**src/rtl/pp_rx_pkg.sv**
```systemverilog
package pp_rx_pkg;

  typedef enum logic {
    SIDE_A = 1'b0,
    SIDE_B = 1'b1
  } side_t;

  // The half that follows s in the ping-pong order.
  function automatic side_t other_side(input side_t s);
    return (s == SIDE_A) ? SIDE_B : SIDE_A;
  endfunction

  // A byte can be read only from a full half, below its recorded count.
  function automatic logic byte_readable(input int unsigned ptr,
                                         input int unsigned cnt,
                                         input logic        full);
    return full && (ptr < cnt);
  endfunction

  // A byte can be stored only while the packet is below the half's capacity.
  function automatic logic room_left(input int unsigned ptr,
                                     input int unsigned depth);
    return ptr < depth;
  endfunction

endpackage

```
**src/rtl/pp_side_buf.sv**
```systemverilog
module pp_side_buf #(
  parameter int DW    = 8,
  parameter int DEPTH = 64,
  localparam int AW   = $clog2(DEPTH),
  localparam int CW   = $clog2(DEPTH + 1)
) (
  input  logic          clk,
  input  logic          rst_n,
  input  logic          wr_en,
  input  logic [AW-1:0] wr_addr,
  input  logic [DW-1:0] wr_data,
  input  logic          commit,
  input  logic [CW-1:0] commit_cnt,
  input  logic          release_i,
  input  logic          clear_i,
  input  logic [AW-1:0] rd_addr,
  output logic [DW-1:0] rd_data,
  output logic          full,
  output logic [CW-1:0] cnt
);

  logic [DW-1:0] mem [DEPTH];

  always_ff @(posedge clk) begin
    if (wr_en) mem[wr_addr] <= wr_data;
  end

  assign rd_data = mem[rd_addr];

  always_ff @(posedge clk) begin
    if (!rst_n) begin
      full <= 1'b0;
      cnt  <= '0;
    end else if (clear_i) begin
      full <= 1'b0;
      cnt  <= '0;
    end else if (commit) begin
      full <= 1'b1;
      cnt  <= commit_cnt;
    end else if (release_i) begin
      full <= 1'b0;
      cnt  <= '0;
    end
  end

endmodule

```
**src/rtl/pp_usb_fill.sv**
```systemverilog
module pp_usb_fill
  import pp_rx_pkg::*;
#(
  parameter int DEPTH = 64,
  localparam int CW   = $clog2(DEPTH + 1)
) (
  input  logic          clk,
  input  logic          rst_n,
  input  logic          wr_en,
  input  logic          pkt_end,
  input  logic          clear_ok,
  input  logic [1:0]    side_full,
  output side_t         fill_side,
  output logic          buf_avail,
  output logic          rx_active,
  output logic [CW-1:0] wr_ptr,
  output logic          byte_we,
  output logic          commit,
  output logic [CW-1:0] commit_cnt
);

  assign buf_avail  = !side_full[fill_side];
  assign byte_we    = wr_en && buf_avail && !clear_ok &&
                      room_left(32'(wr_ptr), DEPTH);
  assign commit     = pkt_end && buf_avail && !clear_ok;
  assign commit_cnt = wr_ptr + CW'(byte_we);

  always_ff @(posedge clk) begin
    if (!rst_n) begin
      fill_side <= SIDE_A;
      wr_ptr    <= '0;
      rx_active <= 1'b0;
    end else if (clear_ok) begin
      fill_side <= SIDE_A;
      wr_ptr    <= '0;
      rx_active <= 1'b0;
    end else if (commit) begin
      fill_side <= other_side(fill_side);
      wr_ptr    <= '0;
      rx_active <= 1'b0;
    end else if (wr_en && buf_avail) begin
      rx_active <= 1'b1;
      if (byte_we) wr_ptr <= wr_ptr + 1'b1;
    end
  end

endmodule

```
**src/rtl/pp_cpu_read.sv**
```systemverilog
module pp_cpu_read
  import pp_rx_pkg::*;
#(
  parameter int DW    = 8,
  parameter int DEPTH = 64,
  localparam int CW   = $clog2(DEPTH + 1)
) (
  input  logic          clk,
  input  logic          rst_n,
  input  logic          rd_en,
  input  logic          rd_done,
  input  logic          clear_ok,
  input  logic          cur_full,
  input  logic [CW-1:0] cur_cnt,
  input  logic [DW-1:0] cur_data,
  output side_t         cpu_side,
  output logic [CW-1:0] rd_ptr,
  output logic [DW-1:0] rd_data,
  output logic          overread,
  output logic          done_accept,
  output logic          overread_evt
);

  logic rd_hit;

  assign rd_hit       = rd_en && !clear_ok &&
                        byte_readable(32'(rd_ptr), 32'(cur_cnt), cur_full);
  assign overread_evt = rd_en && !clear_ok && !rd_hit;
  assign done_accept  = rd_done && cur_full && !clear_ok;

  always_ff @(posedge clk) begin
    if (!rst_n) begin
      cpu_side <= SIDE_A;
      rd_ptr   <= '0;
    end else if (clear_ok) begin
      cpu_side <= SIDE_A;
      rd_ptr   <= '0;
    end else if (done_accept) begin
      cpu_side <= other_side(cpu_side);
      rd_ptr   <= '0;
    end else if (rd_hit) begin
      rd_ptr <= rd_ptr + 1'b1;
    end
  end

  always_ff @(posedge clk) begin
    if (!rst_n) begin
      overread <= 1'b0;
    end else if (clear_ok) begin
      overread <= 1'b0;
    end else if (overread_evt) begin
      overread <= 1'b1;
    end else if (done_accept) begin
      overread <= 1'b0;
    end
  end

  always_ff @(posedge clk) begin
    if (!rst_n)      rd_data <= '0;
    else if (rd_hit) rd_data <= cur_data;
    else if (rd_en)  rd_data <= '0;
  end

endmodule

```
**src/rtl/pp_rx_fifo.sv**
```systemverilog
module pp_rx_fifo
  import pp_rx_pkg::*;
#(
  parameter int DW    = 8,
  parameter int DEPTH = 64,
  localparam int AW   = $clog2(DEPTH),
  localparam int CW   = $clog2(DEPTH + 1)
) (
  input  logic          clk,
  input  logic          rst_n,
  input  logic          usb_wr_en,
  input  logic [DW-1:0] usb_wr_data,
  input  logic          usb_pkt_end,
  output logic          usb_buf_avail,
  output logic          usb_rx_active,
  input  logic          cpu_rd_en,
  output logic [DW-1:0] cpu_rd_data,
  input  logic          cpu_rd_done,
  input  logic          cpu_fifo_clr,
  output logic [CW-1:0] cpu_rx_size,
  output logic          cpu_data_ready,
  output logic          cpu_overread
);

  // Named internal events
  logic          clr_accept;
  logic          byte_we;
  logic          pkt_commit;
  logic          done_accept;
  logic          overread_evt;
  side_t         fill_side;
  side_t         cpu_side;
  logic [CW-1:0] wr_ptr;
  logic [CW-1:0] rd_ptr;
  logic [CW-1:0] commit_cnt;
  logic [1:0]    side_full;
  logic [CW-1:0] side_cnt   [2];
  logic [DW-1:0] side_rdata [2];
  logic          cur_full;
  logic [CW-1:0] cur_cnt;

  assign clr_accept = cpu_fifo_clr && !usb_rx_active;

  pp_usb_fill #(.DEPTH(DEPTH)) u_fill (
    .clk        (clk),
    .rst_n      (rst_n),
    .wr_en      (usb_wr_en),
    .pkt_end    (usb_pkt_end),
    .clear_ok   (clr_accept),
    .side_full  (side_full),
    .fill_side  (fill_side),
    .buf_avail  (usb_buf_avail),
    .rx_active  (usb_rx_active),
    .wr_ptr     (wr_ptr),
    .byte_we    (byte_we),
    .commit     (pkt_commit),
    .commit_cnt (commit_cnt)
  );

  for (genvar s = 0; s < 2; s++) begin : g_side
    pp_side_buf #(.DW(DW), .DEPTH(DEPTH)) u_buf (
      .clk        (clk),
      .rst_n      (rst_n),
      .wr_en      (byte_we && (fill_side == side_t'(s))),
      .wr_addr    (wr_ptr[AW-1:0]),
      .wr_data    (usb_wr_data),
      .commit     (pkt_commit && (fill_side == side_t'(s))),
      .commit_cnt (commit_cnt),
      .release_i  (done_accept && (cpu_side == side_t'(s))),
      .clear_i    (clr_accept),
      .rd_addr    (rd_ptr[AW-1:0]),
      .rd_data    (side_rdata[s]),
      .full       (side_full[s]),
      .cnt        (side_cnt[s])
    );
  end

  assign cur_full = side_full[cpu_side];
  assign cur_cnt  = side_cnt[cpu_side];

  pp_cpu_read #(.DW(DW), .DEPTH(DEPTH)) u_read (
    .clk          (clk),
    .rst_n        (rst_n),
    .rd_en        (cpu_rd_en),
    .rd_done      (cpu_rd_done),
    .clear_ok     (clr_accept),
    .cur_full     (cur_full),
    .cur_cnt      (cur_cnt),
    .cur_data     (side_rdata[cpu_side]),
    .cpu_side     (cpu_side),
    .rd_ptr       (rd_ptr),
    .rd_data      (cpu_rd_data),
    .overread     (cpu_overread),
    .done_accept  (done_accept),
    .overread_evt (overread_evt)
  );

  assign cpu_data_ready = cur_full;
  assign cpu_rx_size    = cur_full ? cur_cnt : '0;

endmodule

```
**config.mk**
```make
export PLATFORM = sky130hd
export DESIGN_NAME = pp_rx_fifo
export DESIGN_NICKNAME = d
export VERILOG_FILES = /design/src/rtl/pp_rx_pkg.sv /design/src/rtl/pp_side_buf.sv /design/src/rtl/pp_usb_fill.sv /design/src/rtl/pp_cpu_read.sv /design/src/rtl/pp_rx_fifo.sv
export SDC_FILE = /design/constraint.sdc
export NUM_CORES = 1
export LEC_CHECK = 0
export ABC_AREA = 1
export BUFFER_PORTS_ARGS = -buffer_cell sky130_fd_sc_hd__buf_2
export CAP_MARGIN = 20
export CORE_UTILIZATION = 35
export CTS_CLUSTER_DIAMETER = 50
export CTS_CLUSTER_SIZE = 30
export DETAILED_ROUTE_END_ITERATION = 10
export PLACE_DENSITY = 0.56
export SLEW_MARGIN = 20
export SYNTH_ARGS = -nofsm -noshare
export SYNTH_HDL_FRONTEND = slang
export SYNTH_SLANG_ARGS = --single-unit
```
**constraint.sdc**
```tcl
create_clock -name clk -period 7.18 [get_ports clk]
set_clock_uncertainty 0.2 [all_clocks]
set_input_delay 0.359 -clock clk [delete_from_list [all_inputs] [get_ports clk]]
set_output_delay 0.359 -clock clk [all_outputs]
set_load 0.005 [all_outputs]
```
==> results by stage <==
Run status:
- The flow ran to the end, and the final reports show no timing, DRC or antenna violations.

STA:
- Setup repair after global routing left no endpoint under its margin.
- The max-slew violation total from the final report came to 0.
- The share of the clock period used by the worst path is 56.2%.
- Setup total negative slack on the finished layout was measured at 0 ns.
- The final count of negative-setup-slack endpoints is 0.
- Based on the critical path, the design can be clocked at up to 248 MHz.
- The time the final worst path needs with I/O delays and setup is 4.03 ns.
- Measured against its own limit, the worst slew margin works out to 20.7%.
- The number of failing hold endpoints at the final stage was 0.
- The actual slew at the worst max-slew pin is 1.19 ns.

Floorplan:
- After floorplanning, the core was sized to cover 132000 um2.
- The initial utilization of the core area, before any placement, comes to 35.5%.
- The floorplan has 133 rows.
- The die is 368 um tall.
- The floorplan step defined a die boundary enclosing 135000 um2.
- In this run the count of I/O pins placed on the die edge is 34.
- In this run the horizontal extent of the chip is 368 um.

Yosys:
- Counting flops with an async set or reset pin after synthesis yields a share of 0%.
- By area the synthesized netlist is led by edfxtp_1 66%, nand2_1 12%, nand3_1 8.9%.
- The number of synthesized register bits is 1072.
- The number of warnings printed during yosys synthesis is 0.
- In the synthesized netlist the dominant register cell turns out to be edfxtp_1.
- The portion of synthesized area spent on multiplexers is 0.128%.
- Among all cell types in the netlist, the one instantiated most often is nand2_1.
- In this run the biggest area consumer among cell types represents 65.7% of the synthesized area.
- The synthesized netlist cell count is 4623.
- The number of enable flip-flop cells after synthesis is 1024.
- The number of different library cells used by synthesis comes to 34.
- The cell area that synthesis handed to floorplanning was 46800 um2.
- The number of nets in the synthesized netlist is 4648.
- Summing the areas of all fa, ha and maj instances in the mapped netlist gives 0.267% of the synthesized area.
- Of all cell types, the one taking the most synthesized area is edfxtp_1.
- The share of the Yosys chip area taken by registers is 67.8%.
- The post-synthesis share of cell area spent on xor and xnor gates is 0.150%.
- The main combinational cell family by area after synthesis is simple AND/OR/NAND/NOR gates.
- The area fraction in compound gates after synthesis is 0.599%.
- The area fraction in and, or, nand and nor cells after synthesis is 23.2%.
- The commonest cells after synthesis are 1483 x nand2_1, 1024 x edfxtp_1, 832 x nand3_1.
- Each instance of the synthesized netlist takes up on average 10.1 um2.

Drt:
- For this run, design rule violations remaining after detail routing come to 0.
- The remaining antenna violation count is 0.
- After the first detailed-routing iteration, the DRC count stood at 2966.
- The post-detailed-routing wire length is 127000 um.
- The routed via count divided by cell count is 4.88.
- In the final routed layout, each cell accounts on average for 19.8 um.
- The detailed router placed 31300 vias in this run.
- The pre-antenna-repair detailed-routing pass consisted of 6 iterations.

Layout:
- At the end of the flow, the number of nets in the layout was 4594.
- The synthesis-to-layout area growth is 11.8%.
- The footprint of the multi-input gates is 11500 um2.
- Cells fill 39.6% of the core in the end.
- The proportion of layout cells with a drive suffix above 1 is 7.66%.
- Registers take 31700 um2.
- The filler cells instantiated in the layout total 12700.

Global route:
- The initial antenna violation count is 2.
- For this run, the total global-route usage over all layers was measured as 18.6%.
- Summed over all layers, the global routing overflow is 0.
- The number of global-route vias before repair is 29500.
- The first global-routing pass estimated 191000 um of wire.
- Entering global routing, the biggest net connects 174 pins.

Critical path:
- The biggest cell delay along the critical path is 0.84 ns.
- The category of the worst setup path launch point is a flip-flop.
- The data arrival time of the critical path is 4.40 ns.
- The largest driver fanout on the critical path is 146.
- The cell family contributing the most delay on the critical path is buffers and inverters.
- Among all stages on the critical path, the largest delay is contributed by buf_4.
- The type of the worst setup path is flip-flop to flip-flop.
- Counting both buffers and inverters, the worst setup path holds a total of 2.
- The signal on the critical path passes through inv_8 > buf_4 > nand2_1 > nand3_1 > nand2_1 > nand2_1 > nand3_1 > nand3_1 > nand3_1 > nand2_1 > nand2_1 > nand3_1 > a21oi_1.
- The data required time at the worst endpoint is 7.55 ns.
- The worst setup path is captured at a flip-flop.

Placement:
- The routability congestion estimate from global placement is 0.830.
- The HPWL after detailed placement is 73500 um.
- Buffers placed on the I/O ports in this run total 33.

Clocking:
- The number of sinks handled by clock tree synthesis is 1072.
- The post-CTS setup buffer count is 0.
- For the worst-skew pair, the clock arrives at the later sink with an insertion delay of 0.69 ns.
- The clock tree synthesis step divided the H-tree into 3 levels.
- The largest buffer count on any clock path is 3.
- Buffers inserted during clock tree synthesis total 108.
- The library cell used as clock root buffer is clkbuf_16.
- TritonCTS built the clock tree.
- The CTS clock-pin slew for the worst setup and hold paths is 0.07 ns.

Job:
- The max-capacitance violation count is 0.

Power:
- The worst-case vdd ir drop is 0.000213 V.
- The analysis attributes to cell leakage a power of 0.0207 uW.
- Dividing total power by cell area gives a power density of 248 nW/um2.

Min path:
- The class of the tightest hold or removal check is primary input to flip-flop.
- The worst hold path begins at usb_wr_data[4].
==> per-stage QoR <==
stage          power, uW  setup WS, ns  area, um2  cells  hold slack (ns)
2_1_floorplan       7040          4.77      46800   4623            0.238
3_3_place_gp        7200          3.17      48500   6206            0.250
3_5_place_dp        7200          3.17      48500   6206            0.255
4_1_cts            13100          3.16      52300   6416          0.00545
5_1_grt            13300          2.91      52300   6418           0.0526
6_report           13000          3.15      52300   6419           0.0299
==> placed cells by master, fill, tap and decap left out, types with 19 or more instances in the layout <==
master and n:
a21oi_1 43, buf_2 25, buf_4 41, clkbuf_16 110
dfxtp_1 44, edfxtp_1 1024, inv_1 666, inv_6 23
inv_8 19, nand2_1 1483, nand3_1 832, nor2_1 153
or2_2 64
==> power by group <==
group	switching, uW	internal, uW
clock	2690	3240
sequential	4.84	6840
combinational	187	29.5
total	2880	10100
==> cell families (layout without fill, tap and decap cells) <==
group / Yosys count / count (layout)
simple gates: 2556 / 2556
xor+xnor: 8 / 8
mux: 6 / 6
other cells: 0 / 1
flops: 1072 / 1072
buf+inv: 918 / 958
compound gates: 53 / 53
fa+ha+maj: 10 / 10
==> repair_timing <==
action                                 4_1_cts  5_1_grt
endpoints found under the hold margin      122       26
hold buffers                                 6        1
resized for setup                            0        0
==> path summary, 6_finish.rpt <==
| check | to | slack, ns | cells past startpoint |
|---|---|---|---|
| max reg2reg | u_read.rd_data[0] | 3.15 | 13 |
| min | g_side[1].u_buf.mem[22][4] | 0.03 | 1 |
| max | u_read.rd_data[0] | 3.15 | 13 |
| min reg2reg | g_side[1].u_buf.cnt[0] | 0.26 | 2 |
==> routing by layer <==
| layer | share of wire (%) | global-route usage [%] |
|---|---|---|
| met5 | 0.0063 | 0 |
| met1 | 45 | 26.2 |
| met3 | 6.6 | 2.78 |
| met4 | 2.7 | 5.83 |
| met2 | 46 | 29.4 |
==> flip-flops by register name (all words and copies together) (netlist names), named ones only <==
name / flops
g_side.u_buf.cnt: 14
g_side.u_buf.full: 2
g_side.u_buf.mem: 1024
u_fill.fill_side: 1
u_fill.rx_active: 1
u_fill.wr_ptr: 7
u_read.cpu_side: 1
u_read.overread: 1
u_read.rd_data: 8
u_read.rd_ptr: 7
==> final cells by class <==
cell class | count | area share, %
diodes | 1 | 0.00478
clock buffers | 117 | 5.35
clock inverters | 87 | 1.84
inverters | 675 | 4.88
multi-input cells | 2633 | 21.9
flip-flops and latches | 1072 | 60.6
well taps | 1755 | 4.20
repair buffers | 79 | 1.17
(Power assumes the default switching activity.)
